$ cat src/rtl/cfg_bank_pkg.sv
package cfg_bank_pkg;
  localparam int ADDR_CSR   = 0;
  localparam int ADDR_CTRL  = 1;
  localparam int ADDR_FREQ  = 4;
  localparam int ADDR_PHASE = 5;

  localparam int VCO_BIT   = 23;
  localparam int MULT_LO   = 18;
  localparam int MULT_W    = 5;
  localparam int CP_LO     = 16;
  localparam int REFPD_BIT = 7;

  localparam int PLL_MIN = 4;
  localparam int PLL_MAX = 20;

  function automatic logic mult_in_range(input logic [MULT_W-1:0] m);
    return (int'(m) >= PLL_MIN) && (int'(m) <= PLL_MAX);
  endfunction
endpackage

$ cat src/rtl/cfg_byte_asm.sv
module cfg_byte_asm #(
  parameter int MAX_BYTES = 4,
  parameter int IDX_W     = 2
) (
  input  logic                   clk,
  input  logic                   rst,
  input  logic                   byte_we,
  input  logic [IDX_W-1:0]       idx,
  input  logic [IDX_W-1:0]       last_idx,
  input  logic [7:0]             data,
  output logic [8*MAX_BYTES-1:0] word_o
);
  logic [8*MAX_BYTES-1:0] stage_q;
  logic [IDX_W-1:0]       pos;

  // first byte in transfer order is the most significant one
  assign pos = last_idx - idx;

  always_comb begin
    word_o = stage_q;
    word_o[8*pos +: 8] = data;
  end

  always_ff @(posedge clk) begin
    if (rst)          stage_q <= '0;
    else if (byte_we) stage_q <= word_o;
  end
endmodule

$ cat src/rtl/cfg_dbl_reg.sv
module cfg_dbl_reg #(
  parameter int W = 8
) (
  input  logic         clk,
  input  logic         rst,
  input  logic         ld,
  input  logic [W-1:0] ld_val,
  input  logic         upd,
  output logic [W-1:0] active_o
);
  logic [W-1:0] shadow_q;

  always_ff @(posedge clk) begin
    if (rst) begin
      shadow_q <= '0;
      active_o <= '0;
    end else begin
      if (ld)  shadow_q <= ld_val;
      if (upd) active_o <= shadow_q;
    end
  end
endmodule

$ cat src/rtl/cfg_bank_top.sv
module cfg_bank_top
  import cfg_bank_pkg::*;
#(
  parameter int ADDR_W  = 5,
  parameter int IDX_W   = 2,
  parameter int NUM_CH  = 2,
  parameter int FREQ_W  = 32,
  parameter int PHASE_W = 16,
  parameter int CTRL_W  = 24
) (
  input  logic                      clk,
  input  logic                      rst,
  input  logic                      wr_en_i,
  input  logic [ADDR_W-1:0]         wr_addr_i,
  input  logic [IDX_W-1:0]          wr_idx_i,
  input  logic [7:0]                wr_data_i,
  input  logic                      upd_i,
  output logic [NUM_CH-1:0]         chan_mask_o,
  output logic [1:0]                ser_mode_o,
  output logic                      lsb_first_o,
  output logic                      vco_high_o,
  output logic [MULT_W-1:0]         pll_mult_o,
  output logic                      pll_en_o,
  output logic [1:0]                cp_sel_o,
  output logic                      ref_pd_o,
  output logic [NUM_CH*FREQ_W-1:0]  freq_o,
  output logic [NUM_CH*PHASE_W-1:0] phase_o,
  output logic                      drop_o
);
  localparam int WORD_W      = (FREQ_W > CTRL_W) ? FREQ_W : CTRL_W;
  localparam int MAX_BYTES   = WORD_W / 8;
  localparam int CTRL_BYTES  = CTRL_W / 8;
  localparam int FREQ_BYTES  = FREQ_W / 8;
  localparam int PHASE_BYTES = PHASE_W / 8;
  localparam int CTRL_KEEP   = 1 + MULT_W + 2 + 1;

  logic             sel_csr, sel_ctrl, sel_freq, sel_phase, known;
  logic [IDX_W-1:0] last_idx;
  logic             byte_ok, fin, chan_fin;
  logic [WORD_W-1:0] asm_word;
  logic [CTRL_KEEP-1:0] ctrl_act;
  logic             pll_sh_q;

  always_comb begin
    sel_csr   = 1'b0;
    sel_ctrl  = 1'b0;
    sel_freq  = 1'b0;
    sel_phase = 1'b0;
    known     = 1'b1;
    last_idx  = '0;
    case (int'(wr_addr_i))
      ADDR_CSR:   sel_csr = 1'b1;
      ADDR_CTRL:  begin sel_ctrl  = 1'b1; last_idx = IDX_W'(CTRL_BYTES - 1);  end
      ADDR_FREQ:  begin sel_freq  = 1'b1; last_idx = IDX_W'(FREQ_BYTES - 1);  end
      ADDR_PHASE: begin sel_phase = 1'b1; last_idx = IDX_W'(PHASE_BYTES - 1); end
      default:    known = 1'b0;
    endcase
  end

  assign byte_ok  = wr_en_i && known && (wr_idx_i <= last_idx);
  assign fin      = byte_ok && (wr_idx_i == last_idx);
  assign chan_fin = fin && (sel_freq || sel_phase);

  cfg_byte_asm #(.MAX_BYTES(MAX_BYTES), .IDX_W(IDX_W)) u_asm (
    .clk      (clk),
    .rst      (rst),
    .byte_we  (byte_ok),
    .idx      (wr_idx_i),
    .last_idx (last_idx),
    .data     (wr_data_i),
    .word_o   (asm_word)
  );

  // channel-select register: applies without the update strobe
  always_ff @(posedge clk) begin
    if (rst) begin
      chan_mask_o <= '1;
      ser_mode_o  <= 2'b00;
      lsb_first_o <= 1'b0;
    end else if (fin && sel_csr) begin
      chan_mask_o <= wr_data_i[7 -: NUM_CH];
      ser_mode_o  <= wr_data_i[2:1];
      lsb_first_o <= wr_data_i[0];
    end
  end

  always_ff @(posedge clk) begin
    if (rst) drop_o <= 1'b0;
    else     drop_o <= chan_fin && (chan_mask_o == '0);
  end

  // control register keeps only the fields it exports
  cfg_dbl_reg #(.W(CTRL_KEEP)) u_ctrl (
    .clk      (clk),
    .rst      (rst),
    .ld       (fin && sel_ctrl),
    .ld_val   ({asm_word[VCO_BIT], asm_word[MULT_LO +: MULT_W],
                asm_word[CP_LO +: 2], asm_word[REFPD_BIT]}),
    .upd      (upd_i),
    .active_o (ctrl_act)
  );

  assign vco_high_o = ctrl_act[CTRL_KEEP-1];
  assign pll_mult_o = ctrl_act[3 +: MULT_W];
  assign cp_sel_o   = ctrl_act[2:1];
  assign ref_pd_o   = ctrl_act[0];

  // loop-enable flag decoded at load time, moved with the update
  always_ff @(posedge clk) begin
    if (rst) begin
      pll_sh_q <= 1'b0;
      pll_en_o <= 1'b0;
    end else begin
      if (fin && sel_ctrl) pll_sh_q <= mult_in_range(asm_word[MULT_LO +: MULT_W]);
      if (upd_i)           pll_en_o <= pll_sh_q;
    end
  end

  for (genvar c = 0; c < NUM_CH; c++) begin : g_ch
    cfg_dbl_reg #(.W(FREQ_W)) u_freq (
      .clk      (clk),
      .rst      (rst),
      .ld       (fin && sel_freq && chan_mask_o[c]),
      .ld_val   (asm_word[FREQ_W-1:0]),
      .upd      (upd_i),
      .active_o (freq_o[c*FREQ_W +: FREQ_W])
    );
    cfg_dbl_reg #(.W(PHASE_W)) u_phase (
      .clk      (clk),
      .rst      (rst),
      .ld       (fin && sel_phase && chan_mask_o[c]),
      .ld_val   (asm_word[PHASE_W-1:0]),
      .upd      (upd_i),
      .active_o (phase_o[c*PHASE_W +: PHASE_W])
    );
  end
endmodule

$ cat config.mk
export PLATFORM = sky130hd
export DESIGN_NAME = cfg_bank_top
export DESIGN_NICKNAME = d
export VERILOG_FILES = /design/src/rtl/cfg_bank_pkg.sv /design/src/rtl/cfg_byte_asm.sv /design/src/rtl/cfg_dbl_reg.sv /design/src/rtl/cfg_bank_top.sv
export SDC_FILE = /design/constraint.sdc
export NUM_CORES = 1
export LEC_CHECK = 0
export ABC_AREA = 0
export BUFFER_PORTS_ARGS = -buffer_cell sky130_fd_sc_hd__buf_2
export CORE_UTILIZATION = 40
export CTS_CLUSTER_SIZE = 12
export DETAILED_ROUTE_END_ITERATION = 8
export SLEW_MARGIN = 20
export SYNTH_ARGS = -nofsm -noshare
export SYNTH_HDL_FRONTEND = slang
export SYNTH_SLANG_ARGS = --single-unit
$ cat constraint.sdc
create_clock -name clk -period 6.55 [get_ports clk]
set_clock_uncertainty 0.1 [all_clocks]
set_input_delay 0.3275 -clock clk [delete_from_list [all_inputs] [get_ports clk]]
set_output_delay 0.3275 -clock clk [all_outputs]
set_load 0.01 [all_outputs]
==> results of run 1 <==
==> cells in the final DEF (no fill, tap or decap), types with 2 or more instances in the layout <==
cell,count
a211oi_1,50
a211oi_2,4
a21o_1,7
a21oi_1,45
a21oi_2,4
a22oi_1,8
and2_1,2
and3_1,2
and4b_1,6
buf_2,128
buf_4,7
buf_6,2
bufinv_16,3
clkbuf_1,9
clkbuf_16,27
clkbuf_8,7
dfxtp_1,250
ha_1,4
inv_1,5
mux2i_1,106
nand2_1,77
nand2b_1,30
nand3_1,6
nand3b_1,32
nor2_1,196
nor2b_1,23
nor3b_4,2
nor4_1,2
o21a_1,3
o21ai_0,57
o21ai_1,3
or2_2,8
or3b_1,2
==> routing by layer <==
layer | routed length [um] | GRT usage | share of wire
met5 | 17 | 0 | 0.00075
met4 | 242 | 0.0387 | 0.011
met3 | 1300 | 0.0338 | 0.057
met2 | 9980 | 0.284 | 0.44
met1 | 11200 | 0.265 | 0.49
==> worst paths after layout <==
path	end	slack, ns	cells past startpoint
hold / removal	chan_mask_o[1]	0.07	3
setup / recovery	u_asm.stage_q[9]	3.29	9
hold reg to reg	u_asm.stage_q[3]	0.35	2
setup reg to reg	g_ch[1].u_freq.shadow_q[0]	4.74	3
==> state kept, by name, summed over array words and instances (netlist names) <==
register / cells
u_ctrl.active_o: 9
u_asm.stage_q: 32
pll_en_o: 1
g_ch.u_freq.active_o: 64
chan_mask_o: 2
g_ch.u_freq.shadow_q: 64
u_ctrl.shadow_q: 9
g_ch.u_phase.shadow_q: 32
g_ch.u_phase.active_o: 32
pll_sh_q: 1
lsb_first_o: 1
ser_mode_o: 2
drop_o: 1
==> report_power, final <==
group          switching, mW  leakage, nW  total, mW  internal (mW)
Combinational          0.107         2.17      0.155         0.0479
Clock                  0.586        0.440       1.54          0.952
Sequential           0.00245         2.01       1.53           1.53
Total                  0.695         4.62       3.22           2.53
==> metrics by stage <==
step | area, um2 | utilization | hold slack [ns] | setup slack (ns)
2_1_floorplan | 9570 | - | 0.336 | 3.53
3_3_place_gp | 10300 | 0.440 | 0.347 | 2.88
3_5_place_dp | 10300 | 0.440 | 0.350 | 2.79
4_1_cts | 11200 | 0.479 | 0.0503 | 3.32
5_1_grt | 11200 | 0.479 | 0.0703 | 3.02
6_report | 11200 | 0.479 | 0.0700 | 3.29
==> worst reg2reg max path: stages (launching register included) <==
cell and delay [ns]:
dfxtp_1 0.43, or3b_1 0.77, nand3b_1 0.23, o21ai_0 0.11
==> area by class of cell <==
cell class / instances / area [um2] / share of cell area
sequential: 250 / 5000 / 0.445
multi-input combinational: 690 / 4200 / 0.373
clock buffer: 43 / 806 / 0.0717
timing repair buffer: 137 / 716 / 0.0637
tap: 319 / 399 / 0.0355
clock inverter: 4 / 95.1 / 0.00846
inverter: 5 / 18.8 / 0.00167
antenna: 1 / 2.50 / 0.000223
==> logic make-up (layout without fill, tap and decap cells) <==
kind of cell               after synthesis  in the layout
and+or+nand+nor                        396            396
DFF                                    250            250
AOI/OAI and AO/OA                      182            182
muxes                                  106            106
buffers and inverters                   80            189
adders and majority gates                5              5
xor gates and xnor gates                 1              1
other                                    0              1
==> run_results.csv, run 1 <==
group,metric,value,unit
outcome,status,"complete, no violations",
floorplan,die_area,0.0245,mm2
synth,synth_largest_area_cell,"dfxtp_1",
synth,synthFlopType,"dfxtp_1",
placed_design,dp_cells,1401,
sta,worstMarginPinSlew,1.02,ns
clock_network,cts_tree,"done",
synth,ys_warn_count,0,
setup_path,path_common_cell,"nand2_1",
floorplan,initial_core_util,0.408,
synth,synth_top_family_by_area,"simple AND/OR/NAND/NOR gates",
floorplan,num_rows,56,
route,dr.pass1.iters,4,
setup_path,crit_family,"simple AND/OR/NAND/NOR gates",
global_route,grt_overflow,0,
setup_path,cp.required,6.81,ns
clock_network,ctsResizeCount,0,
sta,clock.fmax,307,MHz
synth,synth.distinct_cells,42,
sta,setup_tns,0,ns
global_route,grt_start_max_net_pins,104,
synth,synthArstFlopShare,0,
synth,synth-adder-area-share,0.00732,
final_layout,fin_nets,1135,
route,wl,22800,um
clock_network,cts-root-buf,"clkbuf_16",
clock_network,cts_setup_buffers,0,
final_layout,nFillCells,2275,
clock_network,cts.sinks,250,
synth,ys_seq_area_frac,0.523,
setup_path,worstSetupEndpointType,"flip-flop",
synth,syn_area,0.00957,mm2
setup_path,max_stage_delay,0.88,ns
sta,fin_crit,3.26,ns
setup_path,cp-startpoint,"wr_addr_i[1]",
floorplan,die_x,157,um
clock_network,clkTransAtPathRegs,0.06,ns
synth,synth_compound_area_frac,0.118,
clock_network,postCtsHoldBufs,0,
sta,setup_viol,0,
route,drc,0,
route,vias,7135,
floorplan,core,0.0235,mm2
placed_design,port-buffer-count,130,
power,powerDensity,287,mW/mm2
setup_path,crit_chain,"buf_2 -> nor3_4 -> nand2_1 -> ha_1 -> and2_1 -> o211a_1 -> nand2_1 -> a22oi_1 -> nor2_1",
synth,synthSimpleGateAreaFrac,0.201,
setup_path,slowest_stage,"o211a_1",
route,wl_per_cell,15.7,um
sta,fin_crit_sh,0.497,
synth,synth_edf_count,0,
placed_design,dp_hpwl,15000,um
power,finalPower,3.22,mW
final_layout,layout-drive-gt1-share,0.174,
synth,synth_top_area_frac,0.523,
synth,yosysMostFrequentCell,"dfxtp_1",
flow_run,cap_violations,0,
route,drt_iter0_drc,383,
synth,synth_cells,1020,
setup_path,path_max_fanout,36,
global_route,grt_usage,0.184,
clock_network,cts_buffer_depth,3,
sta,maxSlewHeadroom,0.322,
clock_network,cts_made_buffers,27,
final_layout,instances_no_fill,1449,
synth,synth_common_cells,"250 x dfxtp_1, 196 x nor2_1, 106 x mux2i_1",
synth,synth-xor-area-share,0.000915,
sta,hold_violations,0,
sta,rsz0062_at_grt,"false",
floorplan,die_h,157,um
global_route,grt_pass1_wl,35600,um
setup_path,crit_arrival,3.52,ns
clock_network,h-tree-depth,1,
setup_path,startpoint_type,"input pin",
setup_path,path_buf_inv,1,
worst_hold_path,hp-start,"wr_data_i[7]",
worst_hold_path,hold_path.class,"input pin to flip-flop",
synth,synth_mux_area_frac,0.111,
synth,syn_nets,1044,
route,ant_nets,0,
power,p_leak,4.62,nW
synth,syn_avg_cell_area,9.38,um2
synth,ys_ff_latch,250,
floorplan,io_pins,131,
placed_design,gp_congestion,0.759,
global_route,grt_pass1_vias,6450,
final_layout,area_delta_synth_final,17.4,%
setup_path,timing.rr.start,"chan_mask_o[1]",
sta,slew_violations,0,
synth,ys_top_cells_by_area,"dfxtp_1 52%, mux2i_1 11%, nor2_1 7.7%, a211oi_1 3.9%, nand2_1 3.0%",
setup_path,path_class,"input pin to flip-flop",
route,viasPerCell,4.92,
clock_network,clk_latency,0.52,ns
power,vdd_drop_max,0.145,mV
global_route,antenna_found_initial,2,
No activity file was read; power rests on OpenSTA's default activity.
==> run 2: changes to the inputs <==
clock period = 3.32 ns   (was 6.55 ns; I/O delays follow)
==> run 2 against run 1 <==
Net effect: global-route usage up 0.22 points; largest power group is now sequential cells; critical endpoint is now ser_mode_o[1]; cell area up 2.5%; critical path depth up 3; largest cell class unchanged; clock power up 84%; via count up 0.93%.
==> run_results.csv, run 2 (synthesis results as in run 1) <==
group,metric,value,unit
clock_network,clk_latency,0.52,ns
floorplan,core,0.0235,mm2
setup_path,cp.required,3.67,ns
power,vdd_drop_max,0.422,mV
setup_path,worstSetupEndpointType,"flip-flop",
clock_network,postCtsHoldBufs,15,
power,powerDensity,537,mW/mm2
final_layout,fin_nets,1172,
final_layout,layout_commonest_cell,"dfxtp_1",
final_layout,nFillCells,2276,
floorplan,initial_core_util,0.408,
global_route,grt_usage,0.186,
global_route,grt_pass1_wl,36300,um
final_layout,area_delta_synth_final,20.4,%
route,wl,22800,um
clock_network,cts.sinks,250,
route,drt_iter0_drc,444,
clock_network,cts_buffer_depth,3,
floorplan,die_x,157,um
sta,worstMarginPinSlew,0.871,ns
sta,setup_tns,0,ns
floorplan,die_h,157,um
clock_network,cts_tree,"done",
route,vias,7201,
setup_path,r2r_slack,1.51,ns
sta,rsz0062_at_grt,"false",
power,switching_share,0.221,
worst_hold_path,hp-start,"rst",
sta,slew_violations,0,
global_route,antenna_found_initial,0,
route,wl_per_cell,15.4,um
floorplan,io_pins,131,
power,clockPowerShare,0.458,
route,dr.pass1.iters,4,
worst_hold_path,hold_path.class,"input pin to flip-flop",
clock_network,h-tree-depth,1,
final_layout,fin_util,0.491,
clock_network,clkTransAtPathRegs,0.06,ns
power,p_leak,4.76,nW
global_route,grt_start_max_net_pins,121,
placed_design,port-buffer-count,130,
flow_run,cap_violations,0,
setup_path,startpoint_type,"input pin",
power,p_int,4.83,mW
sta,clock.fmax,327,MHz
clock_network,cts_made_buffers,27,
setup_path,worstReg2RegEnd,"g_ch[1].u_freq.shadow_q[8]",
worst_hold_path,worstHoldEndpoint,"g_ch[1].u_phase.active_o[11]",
floorplan,die_area,0.0245,mm2
final_layout,reg.largest.list,"g_ch.u_freq.active_o x64, g_ch.u_freq.shadow_q x64",
setup_path,path_class,"input pin to flip-flop",
sta,fin_crit,3.06,ns
setup_path,crit_arrival,3.41,ns
setup_path,reg2reg_depth,3,
final_layout,mostFrequentLayoutCells,"250 x dfxtp_1, 196 x nor2_1, 128 x buf_2",
global_route,grt_pass1_vias,6690,
sta,maxSlewHeadroom,0.420,
setup_path,path_max_fanout,13,
sta,setup_viol,0,
worst_hold_path,hold_depth,2,
floorplan,num_rows,56,
route,drc,0,
sta,fin_crit_sh,0.921,
sta,hold_violations,0,
clock_network,cts_setup_buffers,0,
setup_path,timing.rr.start,"chan_mask_o[1]",
clock_network,ctsResizeCount,0,
final_layout,layout-drive-gt1-share,0.188,
power,combPwrFrac,0.056,
outcome,status,"complete, no violations",
route,ant_nets,0,
global_route,grt_overflow,0,
placed_design,dp_hpwl,15300,um
final_layout,diodes,0,
clock_network,cts-root-buf,"clkbuf_16",
power,seqPwrFrac,0.487,
power,p_sw,1.37,mW
route,viasPerCell,4.86,
placed_design,gp_congestion,0.779,
-- run 2: cell types whose count changed in the layout (fill, tap and decap cells not counted) --
| cell | delta |
|---|---|
| dlygate4sd3_1 | +15 |
| buf_4 | +19 |
| clkbuf_1 | -3 |
| diode_2 | -1 |
| bufinv_16 | -2 |
| clkbuf_8 | -1 |
| inv_6 | +1 |
| clkinv_2 | +2 |
| buf_12 | +3 |
-- run 2: worst max path at each step --
stage / from / end / depth (start not counted) / slack, ns
after floorplan: wr_addr_i[1] / pll_sh_q / 11 / 0.46
after global placement: wr_addr_i[1] / g_ch[1].u_freq.shadow_q[11] / 12 / 0.24
after detailed placement: wr_addr_i[1] / g_ch[1].u_freq.shadow_q[11] / 12 / 0.19
after CTS: wr_addr_i[2] / lsb_first_o / 12 / 0.31
after global routing: wr_addr_i[2] / g_ch[1].u_freq.shadow_q[12] / 12 / 0.08
final: wr_addr_i[2] / ser_mode_o[1] / 12 / 0.26
-- run 2: worst max-delay path, cell delays in order --
cell           delay, ns
dlygate4sd3_1       0.55
buf_2               0.17
xor2_1              0.15
nand2_1             0.12
inv_1               0.05
ha_1                0.40
and2_1              0.23
buf_4               0.21
and3_1              0.50
nand3_1             0.14
dlygate4sd3_1       0.59
a21oi_1             0.14
-- run 2: through the flow --
step           worst slack (ns)  instance area [um2]  total power, mW  std cells  hold WS [ns]
3_5_place_dp              0.190                10500             3.42       1423         0.348
4_1_cts                   0.308                11500             6.27       1482        0.0557
6_report                  0.264                11500             6.19       1482        0.0606
5_1_grt                  0.0778                11500             6.44       1482        0.0926
3_3_place_gp              0.244                10500             3.42       1423         0.339
2_1_floorplan             0.460                 9570             3.30       1020         0.214
-- run 2: routing by layer --
layer	global-route usage	wire [um]
met1	0.267	11400
met2	0.288	9970
met3	0.0313	1010
met4	0.0476	414
met5	0	0
-- run 2: area by class of cell --
class	count	area, um2	area share
Inverter	5	18.8	0.00163
Multi-Input combinational cell	690	4200	0.364
Timing Repair Buffer	174	1070	0.0927
Clock buffer	39	781	0.0678
Tap cell	319	399	0.0346
Sequential cell	250	5000	0.434
Clock inverter	5	53.8	0.00467
-- run 2: power groups by stage --
| stage | combinational (mW) | sequential [mW] | clock [mW] |
|---|---|---|---|
| floorplan | 0.225 | 3.08 | 0 |
| global placement | 0.336 | 3.08 | 0 |
| detailed placement | 0.335 | 3.08 | 0 |
| CTS | 0.345 | 3.01 | 2.91 |
| global route | 0.374 | 3.01 | 3.05 |
| finish | 0.344 | 3.01 | 2.83 |
==> run 3: changes to the inputs <==
CORE_UTILIZATION = 57   (was 40)
PLACE_DENSITY = 0.79   (was not set)
==> run 3 against run 2 <==
Net effect: the run now ends with negative hold slack left; sequential power about the same; highest routed layer unchanged; worst hold slack lost 0.078 ns; largest power group unchanged; critical path depth unchanged; utilization rose by 19 points; setup slack worse by 0.017 ns; global-route usage increased by 6.1 points.
==> run_results.csv, run 3 (synthesis results as in run 1) <==
group,metric,value,unit
clock_network,cts_buffer_depth,3,
clock_network,h-tree-depth,1,
sta,slew_violations,0,
worst_hold_path,hp-start,"wr_addr_i[3]",
setup_path,crit_family,"simple AND/OR/NAND/NOR gates",
route,drc,0,
floorplan,die_area,0.0173,mm2
clock_network,clkTransAtPathRegs,0.06,ns
final_layout,reg.largest.list,"g_ch.u_freq.active_o x64, g_ch.u_freq.shadow_q x64",
global_route,grt_usage,0.247,
floorplan,io_pins,131,
setup_path,crit_arrival,3.41,ns
clock_network,cts_tree,"done",
sta,rsz0062_at_grt,"false",
power,powerDensity,525,mW/mm2
setup_path,reg2reg_depth,3,
power,p_leak,4.67,nW
route,wl,21600,um
setup_path,timing.rr.start,"chan_mask_o[1]",
setup_path,path_buf_inv,3,
setup_path,cp.required,3.66,ns
final_layout,area_delta_synth_final,17.1,%
setup_path,worstSetupEndpointType,"flip-flop",
floorplan,core,0.0165,mm2
route,top_layer_used,"met4",
route,routed-wl-met2,9630,um
sta,clock.fmax,325,MHz
global_route,grt_pass1_wl,35000,um
setup_path,worstReg2RegEnd,"g_ch[1].u_freq.shadow_q[10]",
setup_path,crit_chain,"dlygate4sd3_1 -> buf_2 -> xor2_1 -> nand2_1 -> fa_1 -> inv_1 -> ha_1 -> and4b_1 -> a21oi_2 -> nor2_1 -> or4_1 -> a21oi_1",
sta,setup_tns,0,ns
placed_design,port-buffer-count,130,
final_layout,mostFrequentLayoutCells,"250 x dfxtp_1, 196 x nor2_1, 128 x buf_2",
worst_hold_path,hold_depth,4,
route,dr.pass1.iters,5,
final_layout,fin_nets,1164,
route,viasPerCell,5.40,
route,wl_per_cell,15.8,um
clock_network,cts_made_buffers,25,
setup_path,path_class,"input pin to flip-flop",
setup_path,slowest_stage,"fa_1",
clock_network,clk_latency,0.51,ns
worst_hold_path,worstHoldEndpoint,"ser_mode_o[0]",
floorplan,die_h,132,um
final_layout,nFillCells,1326,
sta,hold_ws,-0.0175,ns
global_route,grt_pass1_vias,6821,
power,finalPower,5.88,mW
outcome,status,"finished with violations",
setup_path,r2r_slack,1.53,ns
setup_path,cp-startpoint,"wr_addr_i[2]",
floorplan,initial_core_util,0.581,
sta,setup_viol,0,
setup_path,cp.depth,12,
outcome,violations,"negative hold slack",
final_layout,diodes,0,
setup_path,path_max_fanout,10,
global_route,grt_start_max_net_pins,116,
flow_run,cap_violations,0,
worst_hold_path,hold_path.class,"input pin to flip-flop",
sta,fin_crit,3.07,ns
final_layout,layout-drive-gt1-share,0.185,
sta,hold_violations,3,
setup_path,startpoint_type,"input pin",
clock_network,cts-root-buf,"clkbuf_16",
route,met1_length,10300,um
final_layout,layout_commonest_cell,"dfxtp_1",
global_route,antenna_found_initial,0,
route,routed-wl-met3,1130,um
route,vias,7376,
route,drt_iter0_drc,621,
setup_path,max_stage_delay,0.57,ns
floorplan,num_rows,47,
placed_design,gp_congestion,0.858,
sta,worstMarginPinSlew,0.873,ns
placed_design,dp_hpwl,14300,um
sta,maxSlewHeadroom,0.418,
floorplan,die_x,132,um
power,vdd_drop_max,0.327,mV
route,ant_nets,0,
sta,fin_crit_sh,0.926,
clock_network,cts_setup_buffers,0,
global_route,grt_overflow,0,
clock_network,cts.sinks,250,
run 3: power by group:
group / internal, mW / total, mW / switching (mW)
Clock: 1.48 / 2.53 / 1.05
Combinational: 0.124 / 0.340 / 0.217
Sequential: 3.01 / 3.01 / 0.00455
run 3: tightest hold or removal path, stage by stage:
cell and delay, ns:
buf_2 0.13, nor4_2 0.10, nand3_1 0.08, a21oi_1 0.06
run 3: metal layers:
layer  vias to the layer above  global-route usage
met5                         -                   0
met1                      3428               0.351
met4                         0              0.0769
met3                        40              0.0351
li1                       3702                   -
met2                       206               0.388
run 3: cell type report:
cell class | instances | area (um2) | area share
Timing Repair Buffer | 168 | 988 | 0.0882
Clock buffer | 33 | 716 | 0.0639
Tap cell | 220 | 275 | 0.0246
Multi-Input combinational cell | 690 | 4200 | 0.375
Inverter | 5 | 18.8 | 0.00167
Sequential cell | 250 | 5000 | 0.447
run 3: worst max path at each step:
stage / to
2_1_floorplan: pll_sh_q
3_3_place_gp: g_ch[1].u_freq.shadow_q[14]
3_5_place_dp: g_ch[0].u_freq.shadow_q[8]
4_1_cts: g_ch[0].u_freq.shadow_q[8]
5_1_grt: pll_sh_q
6_report: pll_sh_q
run 3: repair_timing:
item                                   4_1_cts  5_1_grt
endpoints found under the hold margin       14        2
hold buffers                                10        1
gates resized for setup                      0        1
setup endpoints to repair                    0        5
run 3: per-stage QoR:
stage,setup WS (ns),instance area (um2),utilization,instances
floorplan,0.460,9570,-,1020
global placement,0.245,10400,0.630,1322
detailed placement,0.169,10400,0.630,1322
CTS,0.198,11200,0.679,1365
global route,0.0694,11200,0.681,1366
finish,0.247,11200,0.681,1366
